### config.mk
export PLATFORM = sky130hd
export DESIGN_NAME = hbridge_chopper
export DESIGN_NICKNAME = d
export VERILOG_FILES = /design/src/rtl/chopper_pkg.sv /design/src/rtl/chopper_phase_counter.sv /design/src/rtl/chopper_fsm.sv /design/src/rtl/chopper_gate_decode.sv /design/src/rtl/hbridge_chopper.sv
export SDC_FILE = /design/constraint.sdc
export NUM_CORES = 1
export LEC_CHECK = 0
export BUFFER_PORTS_ARGS = -buffer_cell sky130_fd_sc_hd__buf_2
export CAP_MARGIN = 20
export CORE_AREA = 2 2 39 41
export CTS_CLUSTER_DIAMETER = 50
export DETAILED_ROUTE_END_ITERATION = 16
export DIE_AREA = 0 0 41 43
export GPL_ROUTABILITY_DRIVEN = 0
export HOLD_SLACK_MARGIN = 0.03
export PLACE_DENSITY = 0.74
export SYNTH_ARGS = -nofsm -noshare
export SYNTH_HDL_FRONTEND = slang
export SYNTH_HIERARCHICAL = 1
export SYNTH_SLANG_ARGS = --single-unit
### constraint.sdc
create_clock -name clk -period 3.5 [get_ports clk]
set_input_delay 0.525 -clock clk [delete_from_list [all_inputs] [get_ports clk]]
set_output_delay 0.525 -clock clk [all_outputs]
set_load 0.005 [all_outputs]
### src/rtl/chopper_pkg.sv
`timescale 1ns/1ps
package chopper_pkg;
    typedef enum logic [2:0] {
        ST_IDLE,
        ST_DRIVE,
        ST_FAST,
        ST_SLOW,
        ST_DEAD,
        ST_COAST,
        ST_BRAKE
    } chop_state_e;
endpackage

### src/rtl/chopper_phase_counter.sv
`timescale 1ns/1ps
module chopper_phase_counter #(
    parameter int CNT_W = 5
) (
    input  logic             clk,
    input  logic             rst_n,
    input  logic             restart,
    output logic [CNT_W-1:0] count
);
    localparam logic [CNT_W-1:0] CNT_TOP = {CNT_W{1'b1}};

    always_ff @(posedge clk or negedge rst_n) begin
        if (!rst_n)
            count <= '0;
        else if (restart)
            count <= '0;
        else if (count != CNT_TOP)
            count <= count + 1'b1;
    end
endmodule

### src/rtl/chopper_fsm.sv
`timescale 1ns/1ps
module chopper_fsm
    import chopper_pkg::*;
#(
    parameter int OFF_CYCLES   = 16,
    parameter int BLANK_CYCLES = 3,
    parameter int CNT_W        = 5
) (
    input  logic             clk,
    input  logic             rst_n,
    input  logic             drive_en,
    input  logic             dir_fwd,
    input  logic             coast_req,
    input  logic             brake_req,
    input  logic             trip_in,
    input  logic [CNT_W-1:0] count,
    output chop_state_e      state,
    output logic             drive_dir,
    output logic             restart
);
    localparam int FAST_LEN = (OFF_CYCLES / 4 < 1) ? 1 : OFF_CYCLES / 4;
    localparam int SLOW_LEN = OFF_CYCLES - FAST_LEN;
    localparam logic [CNT_W-1:0] FAST_LAST = CNT_W'(FAST_LEN - 1);
    localparam logic [CNT_W-1:0] SLOW_LAST = CNT_W'(SLOW_LEN - 1);
    localparam logic [CNT_W-1:0] BLANK_END = CNT_W'(BLANK_CYCLES);

    chop_state_e state_nx;

    always_comb begin
        state_nx = state;
        if (!drive_en) begin
            state_nx = ST_IDLE;
        end else begin
            unique case (state)
                ST_IDLE, ST_COAST: begin
                    if (coast_req)      state_nx = ST_COAST;
                    else if (brake_req) state_nx = ST_BRAKE;
                    else                state_nx = ST_DRIVE;
                end
                ST_DRIVE: begin
                    if (coast_req)                          state_nx = ST_COAST;
                    else if (brake_req)                     state_nx = ST_DEAD;
                    else if (dir_fwd != drive_dir)          state_nx = ST_DEAD;
                    else if (trip_in && count >= BLANK_END) state_nx = ST_FAST;
                end
                ST_FAST: begin
                    if (coast_req)               state_nx = ST_COAST;
                    else if (brake_req)          state_nx = ST_BRAKE;
                    else if (count == FAST_LAST) state_nx = ST_SLOW;
                end
                ST_SLOW: begin
                    if (coast_req)               state_nx = ST_COAST;
                    else if (brake_req)          state_nx = ST_BRAKE;
                    else if (count == SLOW_LAST) state_nx = ST_DEAD;
                end
                ST_DEAD: begin
                    if (coast_req)      state_nx = ST_COAST;
                    else if (brake_req) state_nx = ST_BRAKE;
                    else                state_nx = ST_DRIVE;
                end
                ST_BRAKE: begin
                    if (coast_req)       state_nx = ST_COAST;
                    else if (!brake_req) state_nx = ST_DEAD;
                end
                default: state_nx = ST_IDLE;
            endcase
        end
    end

    assign restart = (state_nx != state);

    always_ff @(posedge clk or negedge rst_n) begin
        if (!rst_n) begin
            state     <= ST_IDLE;
            drive_dir <= 1'b1;
        end else begin
            state <= state_nx;
            if (state_nx == ST_DRIVE && state != ST_DRIVE)
                drive_dir <= dir_fwd;
        end
    end

    // a low enable always leaves the machine idle after the edge
    p_disable_idle_r10: assert property (@(posedge clk) disable iff (!rst_n)
        !drive_en |=> state == ST_IDLE);

    // no trip can end drive inside the blanking window
    p_blank_hold_r3: assert property (@(posedge clk) disable iff (!rst_n)
        (state == ST_DRIVE && count < BLANK_END) |=> state != ST_FAST);

    // drive ends in fast decay only because of a trip
    p_trip_cause_r4: assert property (@(posedge clk) disable iff (!rst_n)
        (state == ST_FAST && $past(state) == ST_DRIVE) |-> $past(trip_in));

    // slow decay is only reached from fast decay
    p_fast_first_r5: assert property (@(posedge clk) disable iff (!rst_n)
        (state == ST_SLOW && $past(state) != ST_SLOW) |-> $past(state) == ST_FAST);
endmodule

### src/rtl/chopper_gate_decode.sv
`timescale 1ns/1ps
module chopper_gate_decode
    import chopper_pkg::*;
(
    input  logic        clk,
    input  logic        rst_n,
    input  logic        drive_en,
    input  chop_state_e state,
    input  logic        drive_dir,
    output logic        hi1_on,
    output logic        lo1_on,
    output logic        hi2_on,
    output logic        lo2_on
);
    logic [3:0] gates;

    always_comb begin
        gates = 4'b0000;
        unique case (state)
            ST_DRIVE:             gates = drive_dir ? 4'b1001 : 4'b0110;
            ST_SLOW, ST_BRAKE:    gates = 4'b0101;
            ST_IDLE, ST_FAST,
            ST_DEAD, ST_COAST:    gates = 4'b0000;
            default:              gates = 4'b0000;
        endcase
        if (!drive_en)
            gates = 4'b0000;
    end

    assign {hi1_on, lo1_on, hi2_on, lo2_on} = gates;

    // no leg ever conducts through both switches
    p_leg_exclusive_r6: assert property (@(posedge clk) disable iff (!rst_n)
        !(hi1_on && lo1_on) && !(hi2_on && lo2_on));

    // a switch never closes the cycle after its partner was closed
    p_dead_leg1_r6: assert property (@(posedge clk) disable iff (!rst_n)
        ($past(hi1_on) |-> !lo1_on) and ($past(lo1_on) |-> !hi1_on));
    p_dead_leg2_r6: assert property (@(posedge clk) disable iff (!rst_n)
        ($past(hi2_on) |-> !lo2_on) and ($past(lo2_on) |-> !hi2_on));
endmodule

### src/rtl/hbridge_chopper.sv
`timescale 1ns/1ps
module hbridge_chopper
    import chopper_pkg::*;
#(
    parameter int OFF_CYCLES   = 16,
    parameter int BLANK_CYCLES = 3
) (
    input  logic clk,
    input  logic rst_n,
    input  logic drive_en,
    input  logic dir_fwd,
    input  logic coast_req,
    input  logic brake_req,
    input  logic trip_in,
    output logic hi1_on,
    output logic lo1_on,
    output logic hi2_on,
    output logic lo2_on
);
    localparam int CNT_MAX = (OFF_CYCLES > BLANK_CYCLES) ? OFF_CYCLES : BLANK_CYCLES;
    localparam int CNT_W   = $clog2(CNT_MAX + 1);

    chop_state_e      state;
    logic             drive_dir;
    logic             restart;
    logic [CNT_W-1:0] count;

    chopper_phase_counter #(.CNT_W(CNT_W)) u_count (
        .clk     (clk),
        .rst_n   (rst_n),
        .restart (restart),
        .count   (count)
    );

    chopper_fsm #(
        .OFF_CYCLES   (OFF_CYCLES),
        .BLANK_CYCLES (BLANK_CYCLES),
        .CNT_W        (CNT_W)
    ) u_fsm (
        .clk       (clk),
        .rst_n     (rst_n),
        .drive_en  (drive_en),
        .dir_fwd   (dir_fwd),
        .coast_req (coast_req),
        .brake_req (brake_req),
        .trip_in   (trip_in),
        .count     (count),
        .state     (state),
        .drive_dir (drive_dir),
        .restart   (restart)
    );

    chopper_gate_decode u_decode (
        .clk       (clk),
        .rst_n     (rst_n),
        .drive_en  (drive_en),
        .state     (state),
        .drive_dir (drive_dir),
        .hi1_on    (hi1_on),
        .lo1_on    (lo1_on),
        .hi2_on    (hi2_on),
        .lo2_on    (lo2_on)
    );
endmodule

After elaboration in Yosys (flattened, before gate mapping). Cells that the tools add are included.

Output and inout port bits: 4. Memory bits (writable): 0. Bits of input ports: 7. Latch bits: 0. Register bits: 9. Bits in read-only memories: 0. Memories kept: 0. Word-level logic and storage cells: 45.

$lt $le $gt $ge: 1. Bitwise gates (word level): 0. Divide/modulo/power cells: 0. Multipliers: 0. Shift-type cells: 0. Multiplexer cells: 21. Add/subtract/negate cells: 1. Reductions and logical operators: 6. Equal/unequal tests: 13.

Operator list (number): two-way mux 3 bit (15); one-hot mux 3 bit (5 select lines) (1); two-way mux 5 bit (2); equality test 3 bit, second input constant (3); two-way mux 4 bit (2); one-hot mux 4 bit (2 select lines) (1); equality test 3 x 1 -> 1 bit, second input constant (2); equality test 3 x 2 -> 1 bit, second input constant (2); adder 5 x 1 -> 5 bit, second input constant (1); equality test 5 x 2 -> 1 bit, second input constant (1); equality test 5 x 4 -> 1 bit, second input constant (1); greater-or-equal comparator 5 x 2 -> 1 bit, second input constant (1); inequality test 5 bit, second input constant (1); zero test 3 bit (1); inequality test 3 x 1 -> 1 bit, second input constant (1); inequality test 3 bit (1); OR reduction 3 bit (1); logical AND 1 bit (2); nonzero test 2 bit (1); OR reduction 2 bit (1); inequality test 1 bit (1).

Longest topological paths before layout. Gate-level depths: netlist of run 1.

Depth after elaboration: 10. Depth in mapped cells: 8. Mapped depth without buffers: 7.

By module. The synthesis of run 1 kept the hierarchy.

By module, submodules not included: chopper_fsm (area an instance 434.2 um^2, times used 1, cells an instance 54, sequential area each 101.3 um^2); chopper_phase_counter (area an instance 236.5 um^2, times used 1, cells an instance 20, sequential area each 125.1 um^2); chopper_gate_decode (area an instance 63.8 um^2, times used 1, cells an instance 9, sequential area each 0.0 um^2).

Worst setup path after synthesis of run 1. No wires, ideal clock.

Path type: in2reg. Start: input port dir_fwd. End: register u_count.count[0]. Arrival time: 1.731 ns. Required time: 3.367 ns. Slack: 1.637 ns. Cell stages on the path: 7. Buffers on the path: 0. Setup time: 0.133 ns. Cell sequence: xnor2_1 -> nand4_1 -> or2_0 -> a21oi_1 -> o32ai_1 -> o22ai_1 -> nor2_1.

Cells in the longest elaborated chain, start to end: 8. Elaborated cells on any way between the ends: 9. Those cells by class: 2 x eq/ne; 6 x mux; 1 x reduce/logical.

RTL lines: start: declaration (line hbridge_chopper.sv:11) `input logic dir_fwd,`; inequality test 1 bit * (line chopper_fsm.sv:43) `else if (dir_fwd != drive_dir) state_nx = ST_DEAD;`; two-way mux 3 bit * (line chopper_fsm.sv:43); two-way mux 3 bit * (line chopper_fsm.sv:42) `else if (brake_req) state_nx = ST_DEAD;`; two-way mux 3 bit * (line chopper_fsm.sv:41) `if (coast_req) state_nx = ST_COAST;`; one-hot mux 3 bit (5 select lines) * (line chopper_fsm.sv:34) `unique case (state)`; two-way mux 3 bit * (line chopper_fsm.sv:31) `if (!drive_en) begin`; inequality test 3 bit * (line chopper_fsm.sv:70) `assign restart = (state_nx != state);`; named net restart (line hbridge_chopper.sv:25) `logic restart;`; two-way mux 5 bit / nonzero test 2 bit (equally long branches); end signal: assignment (line chopper_phase_counter.sv:18) `count <= count + 1'b1;`; end: declaration (line chopper_phase_counter.sv:8) `output logic [CNT_W-1:0] count`.

The timed path passes the listed nets; every way through them passes the cells marked *. A chain may end at the register's enable or synchronous reset.

Final worst setup path of run 1.
Start: register u_fsm.state[1]. End: register u_count.count[2].

Cells in the longest elaborated chain, start to end: 8. Elaborated cells on any way between the ends: 25. Those cells by class: 7 x eq/ne; 15 x mux; 3 x reduce/logical.

RTL lines: start: declaration (line chopper_fsm.sv:17) `output chop_state_e state,`; start signal: assignment (line chopper_fsm.sv:77) `state <= state_nx;`; two-way mux 3 bit (line chopper_fsm.sv:44) `else if (trip_in && count >= BLANK_END) state_nx = ST_FAST;`; two-way mux 3 bit (line chopper_fsm.sv:43); two-way mux 3 bit (line chopper_fsm.sv:42); two-way mux 3 bit (line chopper_fsm.sv:41); one-hot mux 3 bit (5 select lines) (line chopper_fsm.sv:34); two-way mux 3 bit (line chopper_fsm.sv:31); inequality test 3 bit * (line chopper_fsm.sv:70); named net restart (line hbridge_chopper.sv:25); two-way mux 5 bit / nonzero test 2 bit (equally long branches).

Marks and branches as above.

==> flow_summary.json, run 1 <==
{
  "setup-tns-final_ns": 0,
  "ios": 11,
  "port_buffers": 10,
  "track_usage_pct": 20.45,
  "ff2ff_setup_slack_ns": 1.39,
  "yosys_warnings": 6,
  "layoutNonFillerInstCount": 110,
  "ys_seq_area_share_pct": 30.83,
  "crit_slowest_cell": "dfrtp_1",
  "first_pass_iters": 4,
  "skew_ns": 0.003950,
  "drt_iter0_markers": 15,
  "worst_slew_pin_slew_ns": 0.4357,
  "fin_crit_sh_pct": 60.22,
  "cts_buffer_depth": 2,
  "maxCapViolCount": 0,
  "synth_area_um2": 734.5,
  "num-fill-cells": 133,
  "crit_path_cell_trace": "nor2_1 -> nand4_1 -> or2_0 -> a21oi_1 -> o32ai_1 -> o22ai_1 -> nor2_1",
  "finalSetupViolCount": 0,
  "worstHoldPathType": "input port to async pin",
  "power_density_nw_per_um2": 357.9,
  "cts_resized": 0,
  "hold_ws_ns": 0.1022,
  "cpMostUsedCell": "nor2_1",
  "die_area_um2": 1763,
  "antenna_found_initial": 0,
  "grt.overflow.total": 0,
  "final_common_cell": "nor2_1",
  "p_leak_nw": 0.3651,
  "synth_cells": 83,
  "fin_area_um2": 807.0,
  "cp_max_fo": 15,
  "share_comb_of_total_power_pct": 26.0,
  "wl_per_cell_um": 13.38,
  "status": "complete, no violations",
  "synth.net_count": 92,
  "finalHoldViolations": 0,
  "route.detailed.drc": 0,
  "cpPeakStageDelay_ns": 0.53,
  "vdd_ir_drop_max_mv": 0.2657,
  "hpwlAfterDp_um": 1169,
  "crit_required_ns": 3.63,
  "startpoint_type": "flip-flop",
  "min_period_ns": 2.108,
  "grt_max_degree": 16,
  "grt_pass1_wl_um": 2415,
  "htree_levels": 1,
  "crit_arrival_ns": 2.23,
  "cts_buffers": 3,
  "core_um2": 1384,
  "swShare_pct": 32.73,
  "drive_above_1_share_pct": 22.34,
  "endpoint_kind": "flip-flop",
  "die_h_um": 43,
  "fmax_mhz": 474.5,
  "routed_wl_um": 1472,
  "viasPerCell": 6.200,
  "clkSinkCount": 9,
  "drv_slew": 0,
  "p_seq_share_pct": 47.5,
  "internal_power_uw": 194.3,
  "hold_buffers": 0,
  "areaGrowthSynthToFinish_pct": 9.881,
  "cp_top_family": "compound AO/OA/AOI/OAI gates",
  "syn_area_per_cell_um2": 8.849,
  "rsz0062_at_grt": "no",
  "p_clk_share_pct": 26.5,
  "final_cell_mix": "nor2_1 (12), buf_2 (10), dfrtp_1 (8)",
  "synth-seq-cells": 9,
  "cts_root_buf": "clkbuf_4",
  "final_nets": 104,
  "clk_latency_ns": 0.26,
  "final_util_pct": 58.32,
  "criticalPathCategory": "flip-flop to flip-flop",
  "vias": 682,
  "p_sw_uw": 94.54,
  "post-cts-setup-buffer-count": 0,
  "cts_tree": "done",
  "start_util_pct": 53.07,
  "cp.buffers_inverters": 0,
  "placed_area_um2": 780.7,
  "die_w_um": 41,
  "slew_headroom_pct": 70.95,
  "fp-row-count": 14,
  "clkTransAtPathRegs_ns": 0.06,
  "placedCellCount": 106,
  "grt_pass1_vias": 595,
  "synth_cell_types": 40,
  "ant_nets": 0,
  "diodes": 0
}
==> power by group through the flow <==
stage,logic (mW),registers (mW),clock network (mW)
floorplan,0.0624,0.130,0
global placement,0.0724,0.138,0
detailed placement,0.0746,0.139,0
CTS,0.0747,0.137,0.0808
global route,0.0850,0.141,0.0859
finish,0.0751,0.137,0.0766
==> path summary, 6_finish.rpt <==
path,from,to,cells past startpoint
worst max-delay path,u_fsm/state[1]$_DFF_PN0_,u_count/count[2]$_DFFE_PN0P_,7
worst min-delay path,rst_n,u_count/count[0]$_DFFE_PN0P_,1
worst max register to register,u_fsm/state[1]$_DFF_PN0_,u_count/count[2]$_DFFE_PN0P_,7
worst min register to register,u_count/count[4]$_DFFE_PN0P_,u_count/count[4]$_DFFE_PN0P_,2
max in group asynchronous,rst_n,u_fsm/drive_dir$_DFFE_PN1P_,1
min in group clk,dir_fwd,u_fsm/drive_dir$_DFFE_PN1P_,2
==> cell families after synthesis <==
| logic type | Yosys count | share of synthesized area (%) |
|---|---|---|
| AOI/OAI and AO/OA | 20 | 20.78 |
| xor gates and xnor gates | 5 | 5.964 |
| muxes | 4 | 5.622 |
| DFF | 9 | 30.84 |
| and+or+nand+nor | 36 | 28.11 |
| adders and majority gates | 2 | 3.407 |
| buffers and inverters | 7 | 5.280 |
==> state kept, by name (all words and copies together) (netlist names) <==
signal	flops
u_fsm/drive_dir	1
u_fsm/state	3
u_count/count	5
==> through the flow <==
stage	worst slack (ns)	power (mW)
after floorplan	1.637	0.1922
after global routing	1.180	0.3115
final	1.392	0.2888
after global placement	1.381	0.2105
after detailed placement	1.287	0.2136
after CTS	1.425	0.2927
==> cell usage after synthesis (all sizes together) <==
cell type  count  area share (%)
a211o          1             1.4
a21oi          3             2.0
a31oi          2             1.7
and2b          1             1.2
and3           2             1.7
and4bb         1             1.7
buf            3             3.2
dfrtp          8              27
dfstp          1             3.6
ha             2             3.4
inv            4             2.0
mux2           1             1.5
mux2i          3             4.1
nand2          5             2.9
nand2b         3             3.6
nand3          2             1.4
nand3b         1             1.0
nand4          1            0.85
nand4b         1             1.2
nor2          12             6.1
nor2b          1            0.85
nor3           2             1.4
nor4           3             3.4
o2111ai        1             1.2
o211a          1             1.4
o211ai         1             1.0
o21ai          3             2.0
o22ai          2             1.7
o2bb2ai        1             1.2
o311a          1             1.4
o32ai          4             5.8
or2            1            0.85
xnor2          3             3.6
xor2           2             2.4
==> metal layers <==
layer  part of all wire [%]  track usage [%]  up-vias
li1                       -                -      333
met1                     43            25.94      325
met2                     51            31.25       18
met3                    2.6            1.571        6
met4                    3.4            14.00        0
met5                      0                0        -
==> area by class of cell <==
cell class	instances	area [um2]	area share, %
Sequential cell	9	226.5	28.06
Tap cell	16	20.02	2.481
Timing Repair Buffer	10	50.05	6.202
Multi-Input combinational cell	67	469.2	58.14
Clock buffer	4	26.28	3.256
Inverter	4	15.01	1.860
Power figures use the tool's default switching activity.
==> run 2, diff against run 1 <==
--- a/config.mk
+++ b/config.mk
@@ -5,15 +5,16 @@
 export SDC_FILE = /design/constraint.sdc
 export NUM_CORES = 1
 export LEC_CHECK = 0
+export ABC_AREA = 1
 export BUFFER_PORTS_ARGS = -buffer_cell sky130_fd_sc_hd__buf_2
 export CAP_MARGIN = 20
-export CORE_AREA = 2 2 39 41
+export CORE_MARGIN = 2
+export CORE_UTILIZATION = 56
 export CTS_CLUSTER_DIAMETER = 50
 export DETAILED_ROUTE_END_ITERATION = 16
-export DIE_AREA = 0 0 41 43
 export GPL_ROUTABILITY_DRIVEN = 0
 export HOLD_SLACK_MARGIN = 0.03
-export PLACE_DENSITY = 0.74
+export PLACE_DENSITY = 0.73
 export SYNTH_ARGS = -nofsm -noshare
 export SYNTH_HDL_FRONTEND = slang
 export SYNTH_HIERARCHICAL = 1
==> constraint.sdc (replaced) <==
create_clock -name clk -period 2.1 [get_ports clk]
set_input_delay 0.315 -clock clk [delete_from_list [all_inputs] [get_ports clk]]
set_output_delay 0.315 -clock clk [all_outputs]
set_load 0.005 [all_outputs]
==> run 2 against run 1 <==
Design area up 21%. Clock skew increased by 0.0068 ns. Count of clock-buffer cells in the layout unchanged. Sequential share of layout area shrank 4.8 points. Die area rose by 8.7%. Critical endpoint unchanged. Worst hold slack better by 0.22 ns. Sequential cell count unchanged. Total power rose by 82%. Global-route usage up 3.2 points. Wire length rose by 26%. Fmax is 12% higher.
==> flow_summary.json, run 2 <==
{
  "cpPeakStageDelay_ns": 0.47,
  "maxCapViolCount": 0,
  "top_regs": "u_count/count (5), u_fsm/state (3), u_fsm/drive_dir (1)",
  "clkSinkCount": 9,
  "wl_per_cell_um": 10.19,
  "port_buffers": 10,
  "final_common_cell": "nand2_1",
  "power_density_nw_per_um2": 535.3,
  "die_w_um": 43.77,
  "post-cts-setup-buffer-count": 0,
  "cts_root_buf": "clkbuf_4",
  "drt_iter0_markers": 29,
  "htree_levels": 1,
  "start_util_pct": 59.50,
  "ys_seq_area_share_pct": 25.56,
  "antenna_found_initial": 0,
  "worst_slew_pin_slew_ns": 0.3501,
  "final_nets": 176,
  "diodes": 0,
  "cp-startpoint": "u_fsm/state[2]$_DFF_PN0_",
  "track_usage_pct": 23.61,
  "synth-seq-cells": 9,
  "hpwlAfterDp_um": 1496,
  "crit_path_cell_trace": "inv_2 -> nand2_2 -> nor2_2 -> nand3_1 -> nand2_1 -> nand2_1 -> nand2_1 -> nand2_1 -> nand2_1 -> nand2_1 -> nor2_1 -> nand3_1 -> inv_1 -> nand2_1 -> nor2_1",
  "cp_top_family": "simple AND/OR/NAND/NOR gates",
  "synth_cell_types": 22,
  "crit_slowest_cell": "dfrtp_2",
  "cp.buffers_inverters": 2,
  "synth.net_count": 161,
  "grt_pass1_vias": 816,
  "synth.most_common_cell": "nand2_1",
  "skew_ns": 0.01074,
  "power_uw": 524.4,
  "fp-row-count": 14,
  "ys.flop_type": "dfrtp_1",
  "async_reset_ff_share_pct": 100.0,
  "grt_pass1_wl_um": 3415,
  "setup_slack_ns": 0.2261,
  "synth_cells": 152,
  "fin_crit_sh_pct": 89.24,
  "ff_latch_area_um2": 227.7,
  "multi_input_area_um2": 533.0,
  "cts_buffer_depth": 2,
  "synth_top_area_cell": "dfrtp_1",
  "status": "complete, no violations",
  "startpoint_type": "flip-flop",
  "synth.area.top_cells": "dfrtp_1 (23%), nand2_1 (22%), inv_1 (9.7%)",
  "place_ws_ns": 0.2072,
  "p_seq_share_pct": 43.0,
  "grt_max_degree": 12,
  "route.detailed.drc": 0,
  "largest_register": "u_count/count",
  "synth-edff-count": 0,
  "swShare_pct": 36.74,
  "crit_arrival_ns": 2.06,
  "syn_area_per_cell_um2": 5.828,
  "ios": 11,
  "rsz0062_at_grt": "no",
  "die_h_um": 43.77,
  "finalHoldViolations": 0,
  "ant_nets": 0,
  "largest_reg_flops": 5,
  "cp_max_fo": 9,
  "synth_area_um2": 885.9,
  "areaGrowthSynthToFinish_pct": 10.59,
  "drive_above_1_share_pct": 18.07,
  "core_um2": 1489,
  "min_period_ns": 1.874,
  "placed_area_um2": 942.2,
  "yosys_warnings": 6,
  "fmax_mhz": 533.6,
  "num-fill-cells": 150,
  "cts_buffers": 3,
  "drv_slew": 0,
  "finalSetupViolCount": 0,
  "fin_area_um2": 979.7,
  "p_sw_uw": 192.7,
  "crit_required_ns": 2.29,
  "clk_latency_ns": 0.26,
  "share_comb_of_total_power_pct": 32.6,
  "setup-tns-final_ns": 0,
  "synth_top_cell_area_share_pct": 22.60,
  "p_clk_share_pct": 24.4,
  "cts_tree": "done",
  "endpoint_kind": "flip-flop",
  "grt.overflow.total": 0,
  "slew_headroom_pct": 76.66,
  "clkTransAtPathRegs_ns": 0.06,
  "viasPerCell": 5.044,
  "die_area_um2": 1916,
  "r2r-start": "u_fsm/state[2]$_DFF_PN0_",
  "first_pass_iters": 4,
  "worstHoldStart": "dir_fwd",
  "vdd_ir_drop_max_mv": 0.4497,
  "hold_ws_ns": 0.3203,
  "routed_wl_um": 1855,
  "internal_power_uw": 331.8,
  "ys_top_cells_by_count": "nand2_1 (52), inv_1 (23), nor2_1 (18), nand3_1 (16), dfrtp_1 (8)",
  "worstHoldPathType": "input port to flip-flop",
  "vias": 918,
  "p_leak_nw": 0.6215,
  "final_cell_mix": "nand2_1 (52), inv_1 (23), nor2_1 (18)",
  "cpMostUsedCell": "nand2_1",
  "criticalPathCategory": "flip-flop to flip-flop"
}
-- run 2: changes by cell type in the layout (fill, tap and decap cells not counted), moves of 3 or more --
cell,change
o32ai_1,-3
nor2_2,+3
nor2_1,+6
clkinv_1,+3
inv_1,+19
nand2_1,+48
nand3_1,+14
mux2i_1,-3
inv_2,+4
xnor2_1,-3
-- run 2: area by class of cell --
class	instances	area share, %
multi-input cells	112	54.41
inverters	30	11.49
flip-flops and latches	9	23.24
clock buffers	4	2.682
well taps	16	2.043
repair buffers	11	6.130
-- run 2: power by group through the flow --
stage / Clock (mW) / Sequential [mW] / Combinational (mW)
3_3_place_gp: 0 / 0.227 / 0.166
2_1_floorplan: 0 / 0.221 / 0.132
6_report: 0.128 / 0.225 / 0.171
4_1_cts: 0.134 / 0.225 / 0.171
3_5_place_dp: 0 / 0.229 / 0.168
5_1_grt: 0.145 / 0.228 / 0.198
-- run 2: worst paths after layout --
| path | endpoint | slack (ns) | cells past startpoint |
|---|---|---|---|
| max | u_count/count[2]$_DFFE_PN0P_ | 0.23 | 15 |
| max reg2reg | u_count/count[2]$_DFFE_PN0P_ | 0.23 | 15 |
| max in group asynchronous | u_fsm/drive_dir$_DFFE_PN1P_ | 1.41 | 2 |
| min reg2reg | u_fsm/drive_dir$_DFFE_PN1P_ | 0.50 | 2 |
| min | u_fsm/drive_dir$_DFFE_PN1P_ | 0.32 | 3 |
| min in group asynchronous | u_count/count[3]$_DFFE_PN0P_ | 0.43 | 2 |
-- run 2: logic make-up after synthesis --
group,count (synthesis),synth area share [%]
AND/OR/NAND/NOR,99,50.71
adder cells (fa/ha/maj),2,2.824
buffers and inverters,31,14.26
flip-flops,9,25.57
AO/OA/AOI/OAI,11,6.639
-- run 2: tightest hold or removal path: cells and delay by family --
| kind | cells | cell delay (ns) |
|---|---|---|
| AND/OR/NAND/NOR | 2 | 0.12 |
| buffers and inverters | 1 | 0.12 |
-- run 2: timing repair --
action / 4_1_cts / 5_1_grt
setup endpoints to repair: 0 / 4
gates resized for setup: 0 / 1
hold endpoints to repair: 8 / 0
hold buffers: 1 / 0
-- run 2: metrics by stage --
step                      instances  utilization (%)
after global placement          177            63.28
after CTS                       182            65.71
after floorplan                 152                -
after detailed placement        177            63.28
after global routing            182            65.80
final                           182            65.80
-- run 2: routing by layer --
metal | part of all wire [%] | up-vias | GRT usage, % | wire length (um)
met5 | 0 | - | 0 | 0
met4 | 0 | 0 | 5.455 | 0
met3 | 5.6 | 0 | 5.000 | 104
met2 | 43 | 30 | 34.41 | 800
met1 | 51 | 394 | 35.58 | 950
li1 | - | 494 | - | -
==> run 3, diff against run 2 <==
--- a/config.mk
+++ b/config.mk
@@ -10,11 +10,12 @@
 export CAP_MARGIN = 20
 export CORE_MARGIN = 2
 export CORE_UTILIZATION = 56
-export CTS_CLUSTER_DIAMETER = 50
+export CTS_CLUSTER_DIAMETER = 40
 export DETAILED_ROUTE_END_ITERATION = 16
 export GPL_ROUTABILITY_DRIVEN = 0
 export HOLD_SLACK_MARGIN = 0.03
 export PLACE_DENSITY = 0.73
+export REMOVE_ABC_BUFFERS = 1
 export SYNTH_ARGS = -nofsm -noshare
 export SYNTH_HDL_FRONTEND = slang
 export SYNTH_HIERARCHICAL = 1
==> run 3 against run 2 <==
Combinational power about the same. Fmax down 0.93%. Count of clock-buffer cells in the layout unchanged. Global-route usage down 1.6 points. Worst setup slack worse by 0.018 ns. Critical path depth unchanged. Register-to-register slack worse by 0.02 ns. Design area unchanged. Die area unchanged. Clock power about the same. Clock skew down 0.0084 ns. Sequential share of layout area unchanged.
==> flow_summary.json, run 3 (synthesis results as in run 2) <==
{
  "track_usage_pct": 21.99,
  "endpoint_kind": "flip-flop",
  "status": "complete, no violations",
  "port_buffers": 10,
  "htree_levels": 1,
  "crit_arrival_ns": 2.08,
  "grt_pass1_vias": 778,
  "power_density_nw_per_um2": 538.9,
  "drt_iter0_markers": 24,
  "top_regs": "u_count/count (5), u_fsm/state (3), u_fsm/drive_dir (1)",
  "viasPerCell": 5.066,
  "worstHoldPathType": "input port to flip-flop",
  "die_area_um2": 1916,
  "setup_slack_ns": 0.2085,
  "cts_buffers": 3,
  "startpoint_type": "flip-flop",
  "finalHoldViolations": 0,
  "fmax_mhz": 528.7,
  "start_util_pct": 59.50,
  "fin_crit_sh_pct": 90.07,
  "min_period_ns": 1.892,
  "post-cts-setup-buffer-count": 0,
  "crit_required_ns": 2.29,
  "drv_slew": 0,
  "fp-row-count": 14,
  "cts_root_buf": "clkbuf_4",
  "clkSinkCount": 9,
  "ios": 11,
  "num-fill-cells": 141,
  "vdd_ir_drop_max_mv": 0.4091,
  "die_w_um": 43.77,
  "rsz0062_at_grt": "no",
  "cts_buffer_depth": 2,
  "largest_reg_flops": 5,
  "antenna_found_initial": 0,
  "p_leak_nw": 0.6215,
  "wl_per_cell_um": 10.32,
  "core_um2": 1489,
  "worst_slew_pin_slew_ns": 0.3410,
  "finalSetupViolCount": 0,
  "hpwlAfterDp_um": 1502,
  "die_h_um": 43.77,
  "grt_pass1_wl_um": 3222,
  "clkTransAtPathRegs_ns": 0.06,
  "first_pass_iters": 4,
  "route.detailed.drc": 0,
  "vias": 922,
  "setup-tns-final_ns": 0,
  "ant_nets": 0,
  "areaGrowthSynthToFinish_pct": 10.59,
  "final_cell_mix": "nand2_1 (52), inv_1 (23), nor2_1 (18)",
  "place_ws_ns": 0.2339,
  "maxCapViolCount": 0,
  "power_uw": 527.9,
  "grt.overflow.total": 0,
  "slew_headroom_pct": 77.27,
  "drive_above_1_share_pct": 18.07,
  "final_common_cell": "nand2_1",
  "routed_wl_um": 1878,
  "criticalPathCategory": "flip-flop to flip-flop",
  "cp_max_fo": 9,
  "clk_latency_ns": 0.25,
  "final_util_pct": 65.80,
  "largest_register": "u_count/count",
  "grt_max_degree": 12,
  "diodes": 0,
  "cts_tree": "done",
  "final_nets": 176,
  "skew_ns": 0.002300
}
## run 3: cell counts in the layout (fill, tap and decap cells not counted)
Identical to the previous run, type by type.
## run 3: worst max-delay path, cell delays in order (launching register included)
cell,delay [ns]
dfrtp_2,0.47
inv_2,0.10
nand2_2,0.07
nor2_2,0.15
nand3_1,0.09
nand2_1,0.06
nand2_1,0.09
nand2_1,0.12
nand2_1,0.06
nand2_1,0.05
nand2_1,0.04
nor2_1,0.10
nand3_1,0.11
inv_1,0.13
nand2_1,0.07
nor2_1,0.09
## run 3: worst paths after layout
kind / slack [ns] / start / cells past startpoint / end
max in group asynchronous: 1.43 / rst_n / 2 / u_fsm/drive_dir$_DFFE_PN1P_
setup reg to reg: 0.21 / u_fsm/state[2]$_DFF_PN0_ / 15 / u_count/count[2]$_DFFE_PN0P_
setup / recovery: 0.21 / u_fsm/state[2]$_DFF_PN0_ / 15 / u_count/count[2]$_DFFE_PN0P_
hold / removal: 0.32 / dir_fwd / 3 / u_fsm/drive_dir$_DFFE_PN1P_
hold reg to reg: 0.49 / u_fsm/drive_dir$_DFFE_PN1P_ / 2 / u_fsm/drive_dir$_DFFE_PN1P_
min in group asynchronous: 0.43 / rst_n / 2 / u_count/count[3]$_DFFE_PN0P_
## run 3: cell type report
| cell class | instances | area [um2] | area share (%) |
|---|---|---|---|
| clock buffers | 4 | 26.28 | 2.682 |
| inverters | 30 | 112.6 | 11.49 |
| multi-input cells | 112 | 533.0 | 54.41 |
| flip-flops and latches | 9 | 227.7 | 23.24 |
| repair buffers | 11 | 60.06 | 6.130 |
| well taps | 16 | 20.02 | 2.043 |
## run 3: per-stage QoR
| stage | cell area, um2 | hold WS, ns | std cells |
|---|---|---|---|
| finish | 979.7 | 0.3182 | 182 |
| global route | 979.7 | 0.3230 | 182 |
| CTS | 978.4 | 0.3109 | 182 |
| detailed placement | 942.2 | 0.1708 | 177 |
| global placement | 942.2 | 0.1704 | 177 |
| floorplan | 872.1 | 0.01941 | 151 |
## run 3: metal layers
metal / vias to the layer above / routed length, um / global-route usage (%)
met4: 0 / 8 / 7.273
li1: 493 / - / -
met1: 410 / 955 / 32.03
met2: 17 / 856 / 33.82
met3: 2 / 57 / 2.500
met5: - / 0 / 0
## run 3: timing repair
item | 4_1_cts | 5_1_grt
endpoints found under the setup margin | 0 | 2
hold buffers | 1 | 0
hold endpoints to repair | 8 | 0
resized for setup | 0 | 1
## run 3: report_power, final
group,total (mW),switching (mW),leakage [nW],internal [mW]
Sequential,0.225,0.0296,0.117,0.196
Clock,0.131,0.0583,0.0150,0.0731
Combinational,0.171,0.108,0.490,0.0633
Total,0.528,0.196,0.621,0.332
